File: src/rtl/exhdr_pkg.sv
package exhdr_pkg;
  localparam logic [7:0] T_FAST     = 8'h02;
  localparam logic [7:0] T_NOROUTE  = 8'h03;
  localparam logic [7:0] T_TTL      = 8'h04;
  localparam logic [7:0] T_OPTS     = 8'h05;
  localparam logic [7:0] T_REDIRECT = 8'h06;
  localparam logic [7:0] T_LOCAL    = 8'h08;
  localparam logic [7:0] T_DEBUG    = 8'h0a;

  typedef enum logic [1:0] {
    DEST_LC     = 2'd0,
    DEST_ENGINE = 2'd1,
    DEST_CTRL   = 2'd2
  } dest_e;

  typedef struct packed {
    logic [7:0] code;
    logic       key;
    dest_e      dest;
  } reason_t;
endpackage

File: src/rtl/exhdr_reason.sv
module exhdr_reason
  import exhdr_pkg::*;
(
  input  logic    key_err_i,
  input  logic    ttl_i,
  input  logic    opt_i,
  input  logic    hit_i,
  input  logic    ld_i,
  input  logic    mi_eq_i,
  input  logic    mac_i,
  output reason_t rsn_o
);
  always_comb begin
    if (key_err_i)     rsn_o = '{code: T_DEBUG,    key: 1'b0, dest: DEST_CTRL};
    else if (ttl_i)    rsn_o = '{code: T_TTL,      key: 1'b0, dest: DEST_CTRL};
    else if (opt_i)    rsn_o = '{code: T_OPTS,     key: 1'b1, dest: DEST_CTRL};
    else if (!hit_i)   rsn_o = '{code: T_NOROUTE,  key: 1'b0, dest: DEST_CTRL};
    else if (ld_i)     rsn_o = '{code: T_LOCAL,    key: 1'b0, dest: DEST_CTRL};
    else if (mi_eq_i)  rsn_o = '{code: T_REDIRECT, key: 1'b1, dest: DEST_CTRL};
    else if (mac_i)    rsn_o = '{code: T_FAST,     key: 1'b0, dest: DEST_LC};
    else               rsn_o = '{code: T_FAST,     key: 1'b1, dest: DEST_ENGINE};
  end
endmodule

File: src/rtl/exhdr_pack.sv
module exhdr_pack
  import exhdr_pkg::*;
#(
  parameter int MI_W      = 16,
  parameter int NH_W      = 32,
  parameter int HDR_BYTES = 10,
  parameter int LEN_W     = 4
) (
  input  reason_t                rsn_i,
  input  logic                   nh_i,
  input  logic [MI_W-1:0]        rxmi_i,
  input  logic [MI_W-1:0]        txmi_i,
  input  logic [NH_W-1:0]        nh_addr_i,
  output logic [HDR_BYTES*8-1:0] hdr_o,
  output logic [LEN_W-1:0]       len_o
);
  localparam int MI_B    = MI_W / 8;
  localparam int NH_B    = NH_W / 8;
  localparam int BASE_B  = 2 + MI_B;
  localparam int KEY_B   = BASE_B + MI_B;

  logic [HDR_BYTES*8-1:0] full;

  always_comb begin
    if (rsn_i.dest == DEST_LC) len_o = '0;
    else if (rsn_i.key)        len_o = nh_i ? LEN_W'(KEY_B + NH_B) : LEN_W'(KEY_B);
    else                       len_o = LEN_W'(BASE_B);
  end

  // byte 0 at the top of the flat vector
  assign full = {rsn_i.code, 8'(len_o), rxmi_i, txmi_i, nh_addr_i};

  for (genvar k = 0; k < HDR_BYTES; k++) begin : g_byte
    assign hdr_o[k*8 +: 8] = (k < int'(len_o)) ? full[(HDR_BYTES-1-k)*8 +: 8] : 8'h00;
  end
endmodule

File: src/rtl/exhdr_gen.sv
module exhdr_gen
  import exhdr_pkg::*;
#(
  parameter int PORT_W = 4,
  parameter int QID_W  = 20,
  parameter int MI_W   = 16,
  parameter int NH_W   = 32,
  localparam int HDR_BYTES = 2 + 2*(MI_W/8) + NH_W/8,
  localparam int LEN_W     = $clog2(HDR_BYTES + 1)
) (
  input  logic                   clk_i,
  input  logic                   rst_ni,
  input  logic                   valid_i,
  input  logic                   hit_i,
  input  logic                   drop_i,
  input  logic                   nh_i,
  input  logic                   mac_i,
  input  logic                   ld_i,
  input  logic                   ttl_exc_i,
  input  logic                   opt_exc_i,
  input  logic                   key_err_i,
  input  logic [PORT_W-1:0]      port_i,
  input  logic [QID_W-1:0]       qid_i,
  input  logic [MI_W-1:0]        rxmi_i,
  input  logic [MI_W-1:0]        txmi_i,
  input  logic [NH_W-1:0]        nh_addr_i,
  output logic                   valid_o,
  output logic [HDR_BYTES*8-1:0] hdr_o,
  output logic [LEN_W-1:0]       len_o,
  output logic [7:0]             type_o,
  output logic [1:0]             dest_o,
  output logic [PORT_W-1:0]      port_o,
  output logic [QID_W-1:0]       qid_o
);
  reason_t                rsn;
  logic [HDR_BYTES*8-1:0] hdr_d;
  logic [LEN_W-1:0]       len_d;
  logic                   accept;

  assign accept = valid_i && !drop_i;

  exhdr_reason u_reason (
    .key_err_i (key_err_i),
    .ttl_i     (ttl_exc_i),
    .opt_i     (opt_exc_i),
    .hit_i     (hit_i),
    .ld_i      (ld_i),
    .mi_eq_i   (rxmi_i == txmi_i),
    .mac_i     (mac_i),
    .rsn_o     (rsn)
  );

  exhdr_pack #(
    .MI_W      (MI_W),
    .NH_W      (NH_W),
    .HDR_BYTES (HDR_BYTES),
    .LEN_W     (LEN_W)
  ) u_pack (
    .rsn_i     (rsn),
    .nh_i      (nh_i),
    .rxmi_i    (rxmi_i),
    .txmi_i    (txmi_i),
    .nh_addr_i (nh_addr_i),
    .hdr_o     (hdr_d),
    .len_o     (len_d)
  );

  always_ff @(posedge clk_i or negedge rst_ni) begin
    if (!rst_ni) valid_o <= 1'b0;
    else         valid_o <= accept;
  end

  always_ff @(posedge clk_i or negedge rst_ni) begin
    if (!rst_ni) begin
      hdr_o  <= '0;
      len_o  <= '0;
      type_o <= '0;
      dest_o <= '0;
      port_o <= '0;
      qid_o  <= '0;
    end else if (accept) begin
      hdr_o  <= hdr_d;
      len_o  <= len_d;
      type_o <= rsn.code;
      dest_o <= rsn.dest;
      port_o <= port_i;
      qid_o  <= qid_i;
    end
  end

  assert_drop_silent_R1: assert property (@(posedge clk_i) disable iff (!rst_ni)
    valid_i && drop_i |=> !valid_o);

  assert_ttl_beats_lower_R2: assert property (@(posedge clk_i) disable iff (!rst_ni)
    valid_i && !drop_i && !key_err_i && ttl_exc_i |=> type_o == T_TTL);

  assert_hdr_prefix_R3: assert property (@(posedge clk_i) disable iff (!rst_ni)
    valid_o && len_o != '0 |-> hdr_o[7:0] == type_o && hdr_o[15:8] == 8'(len_o));

  assert_len_legal_R4: assert property (@(posedge clk_i) disable iff (!rst_ni)
    valid_o && dest_o != DEST_LC |->
      (len_o == LEN_W'(4) || len_o == LEN_W'(6) || len_o == LEN_W'(10)));

  assert_lc_empty_R6: assert property (@(posedge clk_i) disable iff (!rst_ni)
    valid_o && dest_o == DEST_LC |-> len_o == '0 && hdr_o == '0);

  assert_ctrl_types_R7: assert property (@(posedge clk_i) disable iff (!rst_ni)
    valid_o && dest_o == DEST_CTRL |-> type_o >= T_NOROUTE && type_o <= T_DEBUG);

  assert_one_cycle_R8: assert property (@(posedge clk_i) disable iff (!rst_ni)
    valid_i && !drop_i |=> valid_o && qid_o == $past(qid_i));
endmodule

File: config.mk
export PLATFORM = sky130hd
export DESIGN_NAME = exhdr_gen
export DESIGN_NICKNAME = d
export VERILOG_FILES = /design/src/rtl/exhdr_pkg.sv /design/src/rtl/exhdr_reason.sv /design/src/rtl/exhdr_pack.sv /design/src/rtl/exhdr_gen.sv
export SDC_FILE = /design/constraint.sdc
export NUM_CORES = 1
export LEC_CHECK = 0
export ABC_AREA = 1
export BUFFER_PORTS_ARGS = -buffer_cell sky130_fd_sc_hd__buf_2
export CORE_AREA = 2 2 110 112
export DETAILED_ROUTE_END_ITERATION = 10
export DIE_AREA = 0 0 112 114
export HOLD_SLACK_MARGIN = 0.06
export PLACE_DENSITY = 0.78
export SETUP_SLACK_MARGIN = 0.3
export SLEW_MARGIN = 20
export SYNTH_ARGS = -nofsm -noshare
export SYNTH_HDL_FRONTEND = slang
export SYNTH_HIERARCHICAL = 1
export SYNTH_SLANG_ARGS = --single-unit
File: constraint.sdc
create_clock -name clk_i -period 0.8 [get_ports clk_i]
set_clock_uncertainty 0.1 [all_clocks]
set_input_delay 0 -clock clk_i [delete_from_list [all_inputs] [get_ports clk_i]]
set_output_delay 0 -clock clk_i [all_outputs]
set_load 0.02 [all_outputs]
==> results of run 1 <==
==> logic make-up (layout without fill, tap and decap cells) <==
family          after synthesis  count (layout)
flops                       119             119
compound gates                5               5
other cells                   2              10
buf+inv                     135             437
simple gates                478             478
xor+xnor                     11              11
==> per-layer routing <==
layer  GRT usage  up-vias  part of all wire
met4       0.112        0             0.032
met5           0        -                 0
li1            -     2767                 -
met2       0.442      225              0.53
met3      0.0611       45             0.056
met1       0.298     2639              0.38
==> area by class of cell <==
cell class / instances / area (sq um)
Inverter: 89 / 344
Clock buffer: 18 / 439
Clock inverter: 14 / 229
Sequential cell: 119 / 3120
Tap cell: 147 / 184
Multi-Input combinational cell: 504 / 2360
Fill cell: 679 / 2160
Timing Repair Buffer: 316 / 2870
==> worst register-to-register path, cell delays in order, from the launching register on <==
cell and delay, ns:
dfrtp_2 0.42, buf_4 0.14, nand2_1 0.07, nand2_1 0.06
==> through the flow <==
stage                     TNS [ns]  hold slack (ns)
after global placement      -79.74           -0.160
final                       -73.29           -0.598
after floorplan             -48.13           -0.396
after CTS                   -71.37           -0.601
after global routing        -85.99           -0.587
after detailed placement    -84.46           -0.160
==> cell usage in the layout (no fill, tap or decap), drive strengths merged <==
cell type	n
xnor2	11
nor3b	1
nand2	387
nor3	32
nor2	55
o21a	1
bufinv	6
conb	10
buf	314
clkbuf	20
clkinvlp	2
dfrtp	119
nand3	3
o21ai	1
clkinv	6
a21oi	3
inv	89
==> flip-flops by register name (all words and copies together), names as in the netlist <==
register / count
dest_o: 2
hdr_o: 80
len_o: 4
port_o: 4
qid_o: 20
type_o: 8
valid_o: 1
==> what timing repair did <==
item	4_1_cts	5_1_grt
setup endpoints to repair	237	237
resized for setup	80	230
gates cloned	0	2
buffers inserted	9	23
endpoints found under the hold margin	220	217
pin swaps	1	19
==> how the worst min path moves through the flow <==
stage	startpoint	end	cells past startpoint	slack (ns)
2_1_floorplan	rst_ni	dest_o[0]	0	-0.40
3_3_place_gp	rst_ni	hdr_o[45]	1	-0.16
3_5_place_dp	rst_ni	hdr_o[45]	1	-0.16
4_1_cts	rst_ni	hdr_o[45]	1	-0.60
6_report	rst_ni	hdr_o[45]	1	-0.60
5_1_grt	rst_ni	hdr_o[45]	1	-0.59
==> power by group through the flow <==
stage	sequential, uW	combinational, uW	clock [uW]
detailed placement	6970	3040	0
global placement	6960	2970	0
floorplan	7630	987	0
CTS	6910	3240	8690
finish	7040	3980	8640
global route	7100	4280	9030
==> flow_summary.json, run 1 <==
{
  "maxCapViolCount": 0,
  "fin_cells": 1207,
  "path_max_fanout": 6,
  "area_growth_syn_to_layout_pct": 69.6,
  "hold_viol_final": 213,
  "cts_inserted_buffers": 17,
  "synth_top_cell_area_share": 0.529,
  "rrSetupSlack_ns": -0.10,
  "critical_path_depth": 17,
  "p_leak_uw": 0.00519,
  "setup_slack_ns": -0.626,
  "synth_xor_area_frac": 0.0171,
  "start_util": 0.481,
  "vias": 5676,
  "final_area_sq_um": 9550,
  "grt_max_degree": 38,
  "end_kind": "flop",
  "io_buffer_count": 217,
  "wl_um": 18100,
  "grt_pass1_wl_um": 25400,
  "antenna_found_initial": 0,
  "die_w_um": 112,
  "cp-startpoint": "txmi_i[5]",
  "status": "finished with violations",
  "muxShareOfSynthArea": 0,
  "syn_area_sq_um": 5630,
  "wl_per_cell_um": 15.0,
  "grt_pass1_vias": 5288,
  "r2r_cells": 3,
  "root_buffer": "clkbuf_16",
  "worstPathCellList": "buf_6 > inv_2 > nand2_1 > nand2_1 > nand2_1 > nor2_2 > nand2_2 > nor2_4 > nor2_2 > nand3_4 > nor2_4 > nor2_4 > buf_8 > buf_8 > nor2_1 > nand2_1 > nand2_1",
  "hpwl_um": 10700,
  "final_layout_size_suffix_gt1_frac": 0.515,
  "fmax_mhz": 701,
  "period_minus_slack_ns": 1.43,
  "antenna_left": 0,
  "synthArstFlopShare": 1.00,
  "yosys-top-cells-area": "dfrtp_1 53%, nand2_1 26%, inv_1 5.7%, nor2_1 3.3%, nor3_1 2.1%",
  "drt_pass1_iterations": 5,
  "r2r_end": "hdr_o[66]",
  "place_congestion": 0.841,
  "cp.arrival_ns": 1.62,
  "dieHeight_um": 114,
  "path_clk_slew_ns": 0.05,
  "coreArea_sq_um": 11700,
  "crit_path_frequent_cell": "nand2_1",
  "nets": 1146,
  "place_area_sq_um": 7600,
  "internal_power_uw": 14500,
  "yosysTopAreaCell": "dfrtp_1",
  "crit_path_start_kind": "input port",
  "power_uw": 19700,
  "synth-adder-area-share": 0,
  "r2r-start": "hdr_o[66]",
  "crit_type": "in2reg",
  "p_sw_uw": 5210,
  "drc_errors": 0,
  "dp_slack_ns": -1.07,
  "slew_violations": 0,
  "yosysWarnings": 6,
  "place_inst": 1141,
  "worstSetupEndpoint": "hdr_o[3]",
  "clk_latency_ns": 0.41,
  "power_switching_share": 0.265,
  "yosys_register_bits": 119,
  "dieArea_sq_um": 12800,
  "avgSynthCellArea_sq_um": 7.51,
  "diodes": 0,
  "clk_path_buf_depth": 2,
  "hold_path_class": "in2async",
  "grt_overflow": 0,
  "grtUsageTotal": 0.253,
  "power_frac_seq": 0.358,
  "required_ns": 1.00,
  "grt_setup_unrepaired": "true",
  "utilization": 0.816,
  "pin_count": 218,
  "clockPowerShare": 0.439,
  "rows": 40,
  "cts_max_level": 4,
  "slowest_stage": "nor2_4",
  "synth-simple-area-share": 0.338,
  "yosysSeqAreaShare": 0.529,
  "via_per_inst": 4.70,
  "p_comb_frac": 0.202,
  "critPathBufInv": 4,
  "peakVddDrop_mv": 1.92,
  "synth-compound-area-share": 0.00555,
  "whs_ns": -0.598,
  "post-route-period-util": 1.78,
  "synth-edff-count": 0,
  "cp_top_family": "simple AND/OR/NAND/NOR gates",
  "setup_viol": 200,
  "synth_cell_types": 23,
  "synth_flop_cell": "dfrtp_1",
  "cts.sinks": 119,
  "synthCells": 750,
  "violations": "negative hold slack, negative setup slack",
  "p_per_area_nw_per_um2": 2060,
  "cts_tree": "built",
  "drt_iter0_drc": 313,
  "slowest_delay_ns": 0.23,
  "yosysMostFrequentCell": "nand2_1",
  "synth_top_family_by_area": "simple AND/OR/NAND/NOR gates",
  "yosys-top-cells-count": "386 x nand2_1, 119 x dfrtp_1, 86 x inv_1"
}
Power figures use the tool's default switching activity.
==> inputs of run 2 (changes only) <==
--- a/config.mk
+++ b/config.mk
@@ -7,13 +7,15 @@
 export LEC_CHECK = 0
 export ABC_AREA = 1
 export BUFFER_PORTS_ARGS = -buffer_cell sky130_fd_sc_hd__buf_2
-export CORE_AREA = 2 2 110 112
+export CELL_PAD_IN_SITES_DETAIL_PLACEMENT = 0
+export CELL_PAD_IN_SITES_GLOBAL_PLACEMENT = 1
+export CORE_AREA = 2 2 130 132
 export DETAILED_ROUTE_END_ITERATION = 10
-export DIE_AREA = 0 0 112 114
+export DIE_AREA = 0 0 132 134
+export GPL_TIMING_DRIVEN = 0
 export HOLD_SLACK_MARGIN = 0.06
-export PLACE_DENSITY = 0.78
+export PLACE_DENSITY = 0.79
 export SETUP_SLACK_MARGIN = 0.3
-export SLEW_MARGIN = 20
 export SYNTH_ARGS = -nofsm -noshare
 export SYNTH_HDL_FRONTEND = slang
 export SYNTH_HIERARCHICAL = 1
==> run 2 against run 1 <==
Against the previous run:
- the flow still finishes with violations (negative hold slack, negative setup slack)
- sequential share of layout area down 1.2 points
- fmax up 4.5%
- sequential power about the same
- largest cell class unchanged
- largest power group unchanged
==> flow_summary.json, run 2 (synthesized netlist as in run 1, its figures left out) <==
{
  "top_regs": "hdr_o (80), qid_o (20), type_o (8)",
  "wl_per_cell_um": 13.8,
  "vias": 5451,
  "maxCapViolCount": 0,
  "grt_max_degree": 67,
  "required_ns": 1.00,
  "dieHeight_um": 134,
  "root_buffer": "clkbuf_16",
  "slowest_delay_ns": 0.23,
  "end_kind": "flop",
  "critPathBufInv": 4,
  "dp_slack_ns": -1.28,
  "largest_reg_flops": 80,
  "hold_viol_final": 219,
  "coreArea_sq_um": 16300,
  "peakVddDrop_mv": 1.44,
  "final_cell_mix": "359 x nand2_1, 161 x buf_6, 117 x dfrtp_2",
  "nFillCells": 1446,
  "diodes": 0,
  "cts_inserted_buffers": 17,
  "grt_pass1_wl_um": 27400,
  "io_buffer_count": 217,
  "grt_setup_unrepaired": "true",
  "antenna_left": 0,
  "p_per_area_nw_per_um2": 1920,
  "whs_ns": -0.554,
  "drt_iter0_drc": 152,
  "setup_slack_ns": -0.564,
  "crit_path_start_kind": "input port",
  "worstPathCellList": "buf_8 > xnor2_4 > nand2_1 > nor2_2 > nand2_2 > nor2_4 > nor2_1 > nand3_2 > nor2_4 > o21ai_4 > buf_8 > inv_4 > buf_6 > nand2_2 > nand2_1",
  "place_congestion": 0.794,
  "hold_path_class": "in2async",
  "setup_viol": 206,
  "violations": "negative hold slack, negative setup slack",
  "clk_latency_ns": 0.40,
  "utilization": 0.608,
  "grt_pass1_vias": 5307,
  "p_leak_uw": 0.00526,
  "start_util": 0.346,
  "path_clk_slew_ns": 0.05,
  "antenna_found_initial": 0,
  "cts.sinks": 119,
  "fmax_mhz": 733,
  "final_layout_size_suffix_gt1_frac": 0.535,
  "nets": 1145,
  "r2r-start": "hdr_o[34]",
  "cp.arrival_ns": 1.56,
  "rows": 47,
  "die_w_um": 132,
  "wl_um": 17600,
  "drc_errors": 0,
  "dieArea_sq_um": 17700,
  "cts_max_level": 4,
  "grt_overflow": 0,
  "grtUsageTotal": 0.196,
  "slowest_stage": "o21ai_4",
  "period_minus_slack_ns": 1.36,
  "cp-startpoint": "txmi_i[3]",
  "area_growth_syn_to_layout_pct": 75.8,
  "status": "finished with violations",
  "clk_path_buf_depth": 2,
  "regMostFlops": "hdr_o",
  "post-route-period-util": 1.71,
  "pin_count": 218,
  "via_per_inst": 4.27,
  "final_common_cell": "nand2_1",
  "final_area_sq_um": 9900,
  "place_area_sq_um": 7410,
  "crit_type": "in2reg",
  "cp_top_family": "simple AND/OR/NAND/NOR gates",
  "hpwl_um": 11600,
  "drt_pass1_iterations": 4,
  "cts_tree": "built",
  "path_max_fanout": 5,
  "slew_violations": 0
}
-- run 2: changes by cell type in the layout (fill, tap and decap cells not counted), sizes merged --
cell      delta
clkbuf      +14
clkinvlp     +1
clkinv       -5
buf         -10
bufinv       -3
-- run 2: layout make-up --
| class | count | area (sq um) | share of cell area |
|---|---|---|---|
| clock inverters | 7 | 118 | 0.0119 |
| well taps | 220 | 275 | 0.0278 |
| repair buffers | 269 | 2600 | 0.263 |
| clock buffers | 23 | 498 | 0.0503 |
| flip-flops and latches | 119 | 3120 | 0.315 |
| multi-input cells | 504 | 2520 | 0.255 |
| inverters | 89 | 344 | 0.0347 |
| plain buffers | 46 | 418 | 0.0422 |
-- run 2: final timing paths --
kind,endpoint,slack [ns],cells past startpoint
max,len_o[1],-0.56,15
min,qid_o[6],-0.55,1
max reg2reg,hdr_o[34],-0.16,4
min reg2reg,qid_o[5],0.38,2
max in group asynchronous,hdr_o[26],0.45,2
min in group clk_i,qid_o[2],-0.31,3
-- run 2: routing by layer --
metal	wire length [um]	track usage	vias to the layer above
met2	8580	0.321	149
met1	7840	0.253	2507
li1	-	-	2776
met3	933	0.0499	19
met5	0	0	-
met4	262	0.0664	0
-- run 2: report_power, final --
group	switching (uW)	leakage [uW]	internal, uW
clock network	2660	0.000293	5270
logic	2050	0.00358	2030
registers	400	0.00139	6630
-- run 2: metrics by stage --
stage / std cells / TNS [ns] / total power (uW)
after CTS: 1256 / -65.62 / 18900
after floorplan: 758 / -48.13 / 8620
final: 1277 / -68.85 / 19000
after global placement: 1195 / -364.60 / 9820
after detailed placement: 1196 / -104.78 / 9870
after global routing: 1277 / -81.99 / 19900
-- run 2: timing repair --
item	CTS	global route
hold endpoints to repair	221	221
setup buffers	28	17
gates cloned	2	4
resized for setup	313	77
pin swaps	27	44
setup endpoints to repair	237	271
-- run 2: worst reg2reg max path, stage by stage (launching register included) --
cell and delay [ns]:
dfrtp_2 0.40, buf_4 0.13, buf_4 0.12, nand2_1 0.05
nand2_1 0.05
